--- config.mk ---
export PLATFORM = sky130hd
export DESIGN_NAME = merge_wbuf
export DESIGN_NICKNAME = d
export VERILOG_FILES = /design/src/rtl/wbuf_pkg.sv /design/src/rtl/wbuf_tag_cmp.sv /design/src/rtl/wbuf_fwd.sv /design/src/rtl/merge_wbuf.sv
export SDC_FILE = /design/constraint.sdc
export NUM_CORES = 2
export LEC_CHECK = 0
export ABC_AREA = 0
export BUFFER_PORTS_ARGS = -buffer_cell sky130_fd_sc_hd__buf_2
export CAP_MARGIN = 15
export CORE_ASPECT_RATIO = 1.1
export CORE_MARGIN = 5
export CORE_UTILIZATION = 61
export DETAILED_ROUTE_END_ITERATION = 10
export PLACE_DENSITY_LB_ADDON = 0.2
export SETUP_SLACK_MARGIN = 0.1
export SKIP_LAST_GASP = 1
export SLEW_MARGIN = 10
export SYNTH_ARGS = -nofsm -noshare
export SYNTH_HDL_FRONTEND = slang
export SYNTH_SLANG_ARGS = --single-unit
--- constraint.sdc ---
create_clock -name clk -period 6.6 [get_ports clk]
set_clock_uncertainty 0.1 [all_clocks]
set_input_delay 1.32 -clock clk [delete_from_list [all_inputs] [get_ports clk]]
set_output_delay 1.32 -clock clk [all_outputs]
set_load 0.01 [all_outputs]
--- src/rtl/wbuf_pkg.sv ---
package wbuf_pkg;
    localparam int WORD_BYTES = 4;
    localparam int BYTE_W     = 8;
    localparam int WORD_W     = WORD_BYTES * BYTE_W;
endpackage

--- src/rtl/wbuf_tag_cmp.sv ---
module wbuf_tag_cmp #(
    parameter int N     = 4,
    parameter int TAG_W = 28
) (
    input  logic [N*TAG_W-1:0] tags,
    input  logic [N-1:0]       live,
    input  logic [TAG_W-1:0]   key,
    output logic [N-1:0]       hit
);
    for (genvar i = 0; i < N; i++) begin : g_cmp
        assign hit[i] = live[i] && (tags[i*TAG_W +: TAG_W] == key);
    end
endmodule

--- src/rtl/wbuf_fwd.sv ---
module wbuf_fwd #(
    parameter int N      = 4,
    parameter int WORDS  = 4,
    parameter int PTR_W  = 2,
    parameter int CNT_W  = 3,
    parameter int WIDX_W = 2
) (
    input  logic [N-1:0]                                          hitv,
    input  logic [PTR_W-1:0]                                      head,
    input  logic [CNT_W-1:0]                                      count,
    input  logic [WIDX_W-1:0]                                     widx,
    input  logic [N*WORDS*wbuf_pkg::WORD_W-1:0]                   data_vec,
    input  logic [N*WORDS*wbuf_pkg::WORD_BYTES-1:0]               mask_vec,
    output logic                                                  fwd_hit,
    output logic                                                  fwd_wait,
    output logic [wbuf_pkg::WORD_W-1:0]                           fwd_data
);
    localparam int WB     = wbuf_pkg::WORD_BYTES;
    localparam int DW     = wbuf_pkg::WORD_W;
    localparam int BLK_W  = WORDS * DW;
    localparam int MASK_W = WORDS * WB;

    logic             found;
    logic [PTR_W-1:0] sel;
    logic [PTR_W-1:0] idx;
    logic [WB-1:0]    sel_mask;

    // scan oldest to newest; the newest slot with any byte of the word wins
    always_comb begin
        found = 1'b0;
        sel   = '0;
        idx   = '0;
        for (int k = 0; k < N; k++) begin
            idx = head + PTR_W'(k);
            if ((CNT_W'(k) < count) && hitv[idx]
                && (|mask_vec[int'(idx)*MASK_W + int'(widx)*WB +: WB])) begin
                found = 1'b1;
                sel   = idx;
            end
        end
        sel_mask = mask_vec[int'(sel)*MASK_W + int'(widx)*WB +: WB];
        fwd_hit  = found && (&sel_mask);
        fwd_wait = found && !(&sel_mask);
        fwd_data = data_vec[int'(sel)*BLK_W + int'(widx)*DW +: DW];
    end
endmodule

--- src/rtl/merge_wbuf.sv ---
module merge_wbuf #(
    parameter int ENTRIES = 4,
    parameter int WORDS   = 4,
    parameter int ADDR_W  = 32
) (
    input  logic                                      clk,
    input  logic                                      rst_n,
    input  logic                                      st_valid,
    output logic                                      st_ready,
    input  logic [ADDR_W-1:0]                         st_addr,
    input  logic [wbuf_pkg::WORD_W-1:0]               st_data,
    input  logic [wbuf_pkg::WORD_BYTES-1:0]           st_be,
    input  logic [ADDR_W-1:0]                         rd_addr,
    output logic                                      rd_hit,
    output logic                                      rd_wait,
    output logic [wbuf_pkg::WORD_W-1:0]               rd_data,
    output logic                                      mem_valid,
    input  logic                                      mem_ready,
    output logic [ADDR_W-1:0]                         mem_addr,
    output logic [WORDS*wbuf_pkg::WORD_W-1:0]         mem_data,
    output logic [WORDS*wbuf_pkg::WORD_BYTES-1:0]     mem_bmask,
    output logic [WORDS-1:0]                          mem_wmask
);
    localparam int WB     = wbuf_pkg::WORD_BYTES;
    localparam int BW     = wbuf_pkg::BYTE_W;
    localparam int DW     = wbuf_pkg::WORD_W;
    localparam int BLK_W  = WORDS * DW;
    localparam int MASK_W = WORDS * WB;
    localparam int WIDX_W = $clog2(WORDS);
    localparam int OFF_W  = WIDX_W + $clog2(WB);
    localparam int TAG_W  = ADDR_W - OFF_W;
    localparam int PTR_W  = $clog2(ENTRIES);
    localparam int CNT_W  = PTR_W + 1;

    typedef struct packed {
        logic [TAG_W-1:0]  tag;
        logic [BLK_W-1:0]  data;
        logic [MASK_W-1:0] bmask;
    } slot_t;

    typedef struct packed {
        slot_t [ENTRIES-1:0] slot;
        logic [PTR_W-1:0]    head;
        logic [PTR_W-1:0]    tail;
        logic [CNT_W-1:0]    count;
    } wb_state_t;

    wb_state_t s_d, s_q;

    logic [ENTRIES*TAG_W-1:0]  tag_vec;
    logic [ENTRIES*BLK_W-1:0]  data_vec;
    logic [ENTRIES*MASK_W-1:0] mask_vec;
    logic [ENTRIES-1:0]        live, merge_ok, st_hit, rd_hitv;
    logic [TAG_W-1:0]          st_tag, rd_tag;
    logic [WIDX_W-1:0]         st_widx, rd_widx;
    logic [3:0]                unused_low;
    logic                      pop, st_match, fire, alloc;

    assign st_tag     = st_addr[ADDR_W-1:OFF_W];
    assign rd_tag     = rd_addr[ADDR_W-1:OFF_W];
    assign st_widx    = st_addr[OFF_W-1:OFF_W-WIDX_W];
    assign rd_widx    = rd_addr[OFF_W-1:OFF_W-WIDX_W];
    assign unused_low = {st_addr[1:0], rd_addr[1:0]};

    for (genvar i = 0; i < ENTRIES; i++) begin : g_flat
        assign tag_vec[i*TAG_W +: TAG_W]    = s_q.slot[i].tag;
        assign data_vec[i*BLK_W +: BLK_W]   = s_q.slot[i].data;
        assign mask_vec[i*MASK_W +: MASK_W] = s_q.slot[i].bmask;
        assign live[i]     = {1'b0, PTR_W'(i) - s_q.head} < s_q.count;
        // the slot offered to memory is frozen
        assign merge_ok[i] = live[i] && (s_q.head != PTR_W'(i));
    end

    wbuf_tag_cmp #(.N(ENTRIES), .TAG_W(TAG_W)) u_st_cmp (
        .tags(tag_vec), .live(merge_ok), .key(st_tag), .hit(st_hit)
    );

    wbuf_tag_cmp #(.N(ENTRIES), .TAG_W(TAG_W)) u_rd_cmp (
        .tags(tag_vec), .live(live), .key(rd_tag), .hit(rd_hitv)
    );

    wbuf_fwd #(
        .N(ENTRIES), .WORDS(WORDS), .PTR_W(PTR_W), .CNT_W(CNT_W), .WIDX_W(WIDX_W)
    ) u_fwd (
        .hitv(rd_hitv), .head(s_q.head), .count(s_q.count), .widx(rd_widx),
        .data_vec(data_vec), .mask_vec(mask_vec),
        .fwd_hit(rd_hit), .fwd_wait(rd_wait), .fwd_data(rd_data)
    );

    always_comb begin
        s_d      = s_q;
        pop      = (s_q.count != '0) && mem_ready;
        st_match = |st_hit;
        st_ready = st_match || (s_q.count != CNT_W'(ENTRIES));
        fire     = st_valid && st_ready;
        alloc    = fire && !st_match;

        for (int i = 0; i < ENTRIES; i++) begin
            if ((fire && st_hit[i]) || (alloc && (s_q.tail == PTR_W'(i)))) begin
                if (alloc) begin
                    s_d.slot[i].tag   = st_tag;
                    s_d.slot[i].data  = '0;
                    s_d.slot[i].bmask = '0;
                end
                for (int b = 0; b < WB; b++) begin
                    if (st_be[b]) begin
                        s_d.slot[i].data[int'(st_widx)*DW + b*BW +: BW] = st_data[b*BW +: BW];
                        s_d.slot[i].bmask[int'(st_widx)*WB + b]         = 1'b1;
                    end
                end
            end
        end

        if (alloc) s_d.tail = s_q.tail + 1'b1;
        if (pop)   s_d.head = s_q.head + 1'b1;
        s_d.count = s_q.count + CNT_W'(alloc) - CNT_W'(pop);
    end

    always_ff @(posedge clk) begin
        if (!rst_n) s_q <= '0;
        else        s_q <= s_d;
    end

    assign mem_valid = (s_q.count != '0);
    assign mem_addr  = {s_q.slot[s_q.head].tag, {OFF_W{1'b0}}};
    assign mem_data  = s_q.slot[s_q.head].data;
    assign mem_bmask = s_q.slot[s_q.head].bmask;

    for (genvar w = 0; w < WORDS; w++) begin : g_wmask
        assign mem_wmask[w] = |mem_bmask[w*WB +: WB];
    end
endmodule

**Word level (Yosys, flattened, before mapping)**

Cells that the tools add are included.

- Register bits: 695
- Input bits: 104
- Output and inout bits: 216
- Word-level logic and storage cells: 249

- Equal/unequal tests: 19
- Bitwise operators: 16
- Add/subtract/negate cells: 26
- Shift-type cells: 14
- Reduce and logical (&&, ||, !) cells: 61
- Magnitude comparators: 20
- Multiplexer cells: 78

Operator list:

| kind | number |
|---|---|
| two-way mux 144 bit | 28 |
| bitwise mux 128 bit | 16 |
| two-way mux 172 bit | 9 |
| variable shift 8 x 33 -> 128 bit, first input constant | 4 |
| variable part select 512 x 32 -> 32 bit | 1 |
| variable part select 8 x 33 -> 128 bit | 4 |
| binary-select mux 172 bit (select 2 bit) | 1 |
| variable part select 64 x 32 -> 4 bit | 5 |
| equality test 28 bit | 8 |
| OR 16 bit | 12 |
| negator 8 -> 33 bit | 3 |
| OR 16 x 13 -> 16 bit | 4 |
| logical AND 1 bit | 37 |
| OR reduction 4 bit | 9 |
| adder 6 x 4 -> 7 bit | 5 |
| negator 7 -> 33 bit | 1 |
| adder 7 x 5 -> 8 bit, second input constant | 2 |
| greater-or-equal comparator 5 x 1 -> 1 bit, second input constant | 3 |
| < comparator 5 bit, second input constant | 3 |
| demux 1 bit (select 4 bit) | 3 |
| < comparator 2 x 3 -> 1 bit | 4 |
| < comparator 2 x 3 -> 1 bit, second input constant | 4 |
| two-way mux 1 bit | 12 |
| != test 2 bit, second input constant | 6 |
| 28 further kinds | 50 |

**Logic depth before layout (Yosys ltp)**

- Depth after elaboration: 22
- Mapped depth: 19
- Mapped depth without buffers: 15

**By module**

From an unflattened synthesis, not the netlist that was laid out.

- Cell total of the unflattened synthesis: 3,173
- Area total of the unflattened synthesis: 35,530.3 um^2

By module, submodules not included:

| module | area each (um^2) | sequential area each (um^2) | cells an instance | times used |
|---|---|---|---|---|
| merge_wbuf | 27,996.9 | 13,913.3 | 2,491 | 1 |
| wbuf_fwd | 5,071.1 | 0.0 | 376 | 1 |
| wbuf_tag_cmp | 1,231.2 | 0.0 | 153 | 2 |

**Worst setup path after synthesis**

No wires, ideal clock.

- Path type: input -> output
- Start: input rd_addr[2]
- End: output rd_data[0] (netlist bit)
- Data arrival time: 4.105 ns
- Path slack: 1.075 ns
- Required time: 5.180 ns
- Buffers on the path: 3
- Stages on the path: 12
- Cells stage by stage: buf_6 -> buf_6 -> mux4_2 -> nor4_2 -> nor2_1 -> nand3_1 -> and2_4 -> o22ai_2 -> o311a_1 -> nor3_4 -> buf_6 -> mux2i_1

- Word-level cells in the longest chain between the ends: 10
- Elaborated cells on any way between the ends: 22
- Classes of those cells: add/sub: 5; shift: 5; mux: 4; reduce/logical: 8

RTL lines:

| what | RTL line | source |
|---|---|---|
| start, declared | merge_wbuf.sv:13 | `input logic [ADDR_W-1:0] rd_addr,` |
| adder 6 x 4 -> 7 bit | wbuf_fwd.sv:36 | `&& (\|mask_vec[int'(idx)*MASK_W + int'(widx)*WB +: WB])) begin` |
| variable part select 64 x 32 -> 4 bit | wbuf_fwd.sv:36 |  |
| OR reduction 4 bit | wbuf_fwd.sv:36 |  |
| logical AND 1 bit | wbuf_fwd.sv:36 |  |
| two-way mux 2 bit (4 in a row) | wbuf_fwd.sv:35 | `if ((CNT_W'(k) < count) && hitv[idx]` |
| adder 9 x 7 -> 10 bit (*) | wbuf_fwd.sv:44 | `fwd_data = data_vec[int'(sel)*BLK_W + int'(widx)*DW +: DW];` |
| variable part select 512 x 32 -> 32 bit (*) | wbuf_fwd.sv:44 |  |
| end, declared | merge_wbuf.sv:16 | `output logic [wbuf_pkg::WORD_W-1:0] rd_data,` |

Every way passes the cells marked *; elsewhere a longest branch is shown, timed or not.

**Worst setup path in the final report**

- Start: register s_q[5] (netlist bit)
- End: output rd_data[17] (netlist bit)

- Elaborated cells on any way between the ends: 49
- Classes of those cells: add/sub: 12; order compare: 4; shift: 5; mux: 12; reduce/logical: 16

RTL lines:

| what | RTL line | source |
|---|---|---|
| start, declared | merge_wbuf.sv:48 | `wb_state_t s_d, s_q;` |
| start signal, assigned | merge_wbuf.sv:120 | `if (!rst_n) s_q <= '0;` |
| start signal, assigned | merge_wbuf.sv:121 | `else s_q <= s_d;` |
| adder 2 bit (*) | wbuf_fwd.sv:34 | `idx = head + PTR_W'(k);` |
| named net u_fwd.idx[0] | wbuf_fwd.sv:25 | `logic [PTR_W-1:0] idx;` |
| adder 6 x 4 -> 7 bit / binary-select mux 1 bit (select 2 bit) (equally long branches) | wbuf_fwd.sv:36, wbuf_fwd.sv:35 |  |
| variable part select 64 x 32 -> 4 bit / two-way mux 1 bit (equally long branches) | wbuf_fwd.sv:36, wbuf_fwd.sv:35 |  |
| OR reduction 4 bit / logical AND 1 bit (equally long branches) | wbuf_fwd.sv:36, wbuf_fwd.sv:35 |  |
| logical AND 1 bit | wbuf_fwd.sv:36 |  |
| two-way mux 2 bit (*) | wbuf_fwd.sv:35 |  |
| adder 9 x 7 -> 10 bit (*) | wbuf_fwd.sv:44 |  |
| variable part select 512 x 32 -> 32 bit (*) | wbuf_fwd.sv:44 |  |

The timed path passes the listed nets; every way through them passes the cells marked *. The select of a mux whose other input is x is not followed.

==> impl_metrics.ini <==
[sta]
setup_tns_ps = 0
slew_viol_final = 0
setup_slack_ps = 169
fmax_mhz = 155
fin_crit_sh_pct = 97.4
rsz0062_at_grt = no
relSlewSlack_pct = 11.9
tightest_slew_ps = 1320
hold_violations = 0
setup_viol = 0
finalWorstPathRequiredPeriod_ps = 6430

[place]
gp_congestion = 0.987
dpl_cell_area_um2 = 40100
post-dp-hpwl_um = 84000
port_buffers = 311
dp_slack_ps = 396

[worst_setup_path]
startpoint_type = flop
max_stage_delay_ps = 500
worstSetupEndpointType = output port
worst_path_max_delay_cell = ha_1
critPathKind = reg -> out
cp.required_ps = 5180
crit_chain = inv_1 > ha_1 > inv_1 > ha_1 > a21oi_1 > o2111a_1 > nand2_1 > o32a_1 > mux2_2 > o311a_1 > nor3_4 > buf_12 > mux2i_1 > buf_2
crit_fanout = 21
crit_arrival_ps = 5010

[layout]
fin_util_pct = 68.5
multi_input_area_um2 = 22900
nets = 3744
stdcell_area_um2 = 42600
drive_gt1_share_pct = 22.9
seqCellArea_um2 = 13900
syn_to_final_growth_pct = 11.6
fillers = 4679

[grt]
antenna_found_initial = 22
use_met3_pct = 9.09
grt_usage_pct = 36.7
met2_usage_pct = 58.9
met1_usage_pct = 45.9
grt_max_degree = 256
grt.overflow.total = 0
grt_pass1_vias = 31945
grt_first_pass_wirelength_um = 196000
busiest_layer = met2

[clocking]
clk_latency_ps = 610
cts.sinks = 695
htree_levels = 3
cts_hold_buf = 0
cts_buffer_depth = 3
clk_pin_slew_ps = 60
root_buffer = clkbuf_16
tritoncts = done
cts_made_buffers = 73

[status]
status = finished, final reports clean

[job]
maxCapViolCount = 0

[yosys]
synth_edf_count = 0
async_reset_ff_share_pct = 0
synthFlopType = dfxtp_1
synth_area_um2 = 38200
synthCells = 3501
avgSynthCellArea_um2 = 10.9
yosysSeqAreaShare_pct = 36.4
ys_types = 58
synth_seq_cells = 695
yosysWarningCount = 0

[power_and_ir_drop]
powerDensity_nw_per_um2 = 259
ir_worst_vdd_mv = 0.285
power_leakage_nw = 15.0
total_power_mw = 11.0

[floorplanning]
dieArea_um2 = 67700
ioPinCount = 320
fp.dieH_um = 272
initial_core_util_pct = 61.4
fp.coreArea_um2 = 62200
die_x_um = 249
fp-row-count = 96

[route]
vias = 31736
drc = 0
initialDrtViolationCount = 3790
wl_um = 130000
antenna_left = 0
via_per_inst = 7.02
wl_per_cell_um = 28.8
firstDrtPassIters = 6

[min_path]
hp-class = reg -> reg
## stage by stage
| stage | hold WS, ps | instances |
|---|---|---|
| detailed placement | 419 | 4376 |
| global route | 465 | 4515 |
| CTS | 434 | 4506 |
| finish | 436 | 4522 |
| floorplan | 387 | 3504 |
| global placement | 408 | 4376 |
## cell families after synthesis
| logic type | after synthesis | synth area share (%) |
|---|---|---|
| flip-flops | 695 | 36.4 |
| AND/OR/NAND/NOR | 1060 | 16.6 |
| adder cells (fa/ha/maj) | 22 | 0.740 |
| multiplexers | 529 | 24.2 |
| buffers and inverters | 350 | 3.89 |
| other | 1 | 0.00982 |
| XOR/XNOR | 227 | 5.20 |
| AO/OA/AOI/OAI | 617 | 12.9 |
## state kept, by name, summed over array words and instances (netlist names)
| name | count |
|---|---|
| mask_vec | 64 |
| s_q | 119 |
| data_vec | 512 |
## Yosys cell counts, drive strengths merged (11+ instances only)
library cell,count,area (um^2)
nor2b,697,4360
dfxtp,695,13900
a22oi,324,2430
mux4,316,7120
a32oi,255,2230
clkbuf,221,831
mux2i,212,2120
xor2,120,1050
buf,114,598
nand2,114,428
xnor2,107,937
and2,88,553
nor4,51,332
nand4,35,219
nor2,27,101
ha,21,263
inv,15,56.3
a21oi,11,55.1
## path summary, 6_finish.rpt
kind	start	end	slack (ps)	cells after the start
max	s_q[5]	rd_data[17]	170	14
min	mask_vec[41]	mask_vec[41]	440	2
max reg2reg	s_q[6]	mask_vec[45]	1140	13
min reg2reg	mask_vec[41]	mask_vec[41]	440	2
## final cells by class
cell class | instances | share of cell area [%]
diodes | 16 | 0.0939
multi-input cells | 2459 | 53.7
well taps | 833 | 2.44
repair buffers | 374 | 5.19
inverters | 15 | 0.132
clock inverters | 29 | 0.728
clock buffers | 101 | 5.01
flip-flops and latches | 695 | 32.7
## report_power, final
group	switching, mW	total, mW	internal, mW
Sequential	0.0950	4.36	4.26
Combinational	1.59	2.46	0.872
Clock	1.76	4.22	2.46
## metal layers
metal | share of wire [%] | up-vias
li1 | - | 13483
met1 | 37 | 15646
met2 | 47 | 2104
met3 | 11 | 493
met4 | 5.9 | 10
met5 | 0.054 | -
## placed cells by master (no fill, tap or decap), drive strengths merged, types with 4 or more instances in the layout
cell / n
a21oi: 11
a22oi: 324
a32oi: 255
and2: 88
buf: 374
bufinv: 5
clkbuf: 101
clkinv: 15
clkinvlp: 7
conb: 4
dfxtp: 695
diode: 16
ha: 21
inv: 17
mux2i: 212
mux4: 316
nand2: 114
nand3: 7
nand4: 35
nand4b: 4
nor2: 27
nor2b: 697
nor3: 8
nor4: 51
o21ai: 6
or3: 6
or4: 8
xnor2: 107
xor2: 120
## critical path: cells and delay by family (launching register included)
kind	cells	cell delay, ps
and+or+nand+nor	2	380
AOI/OAI and AO/OA	4	1240
DFF	1	360
buffers and inverters	4	810
muxes	2	780
adders and majority gates	2	800
## what timing repair did
action                     CTS  global route
gates resized for setup      0             2
setup endpoints to repair    0            20
buffers inserted             0             0
Note: power is estimated with default switching activity, not from simulation.
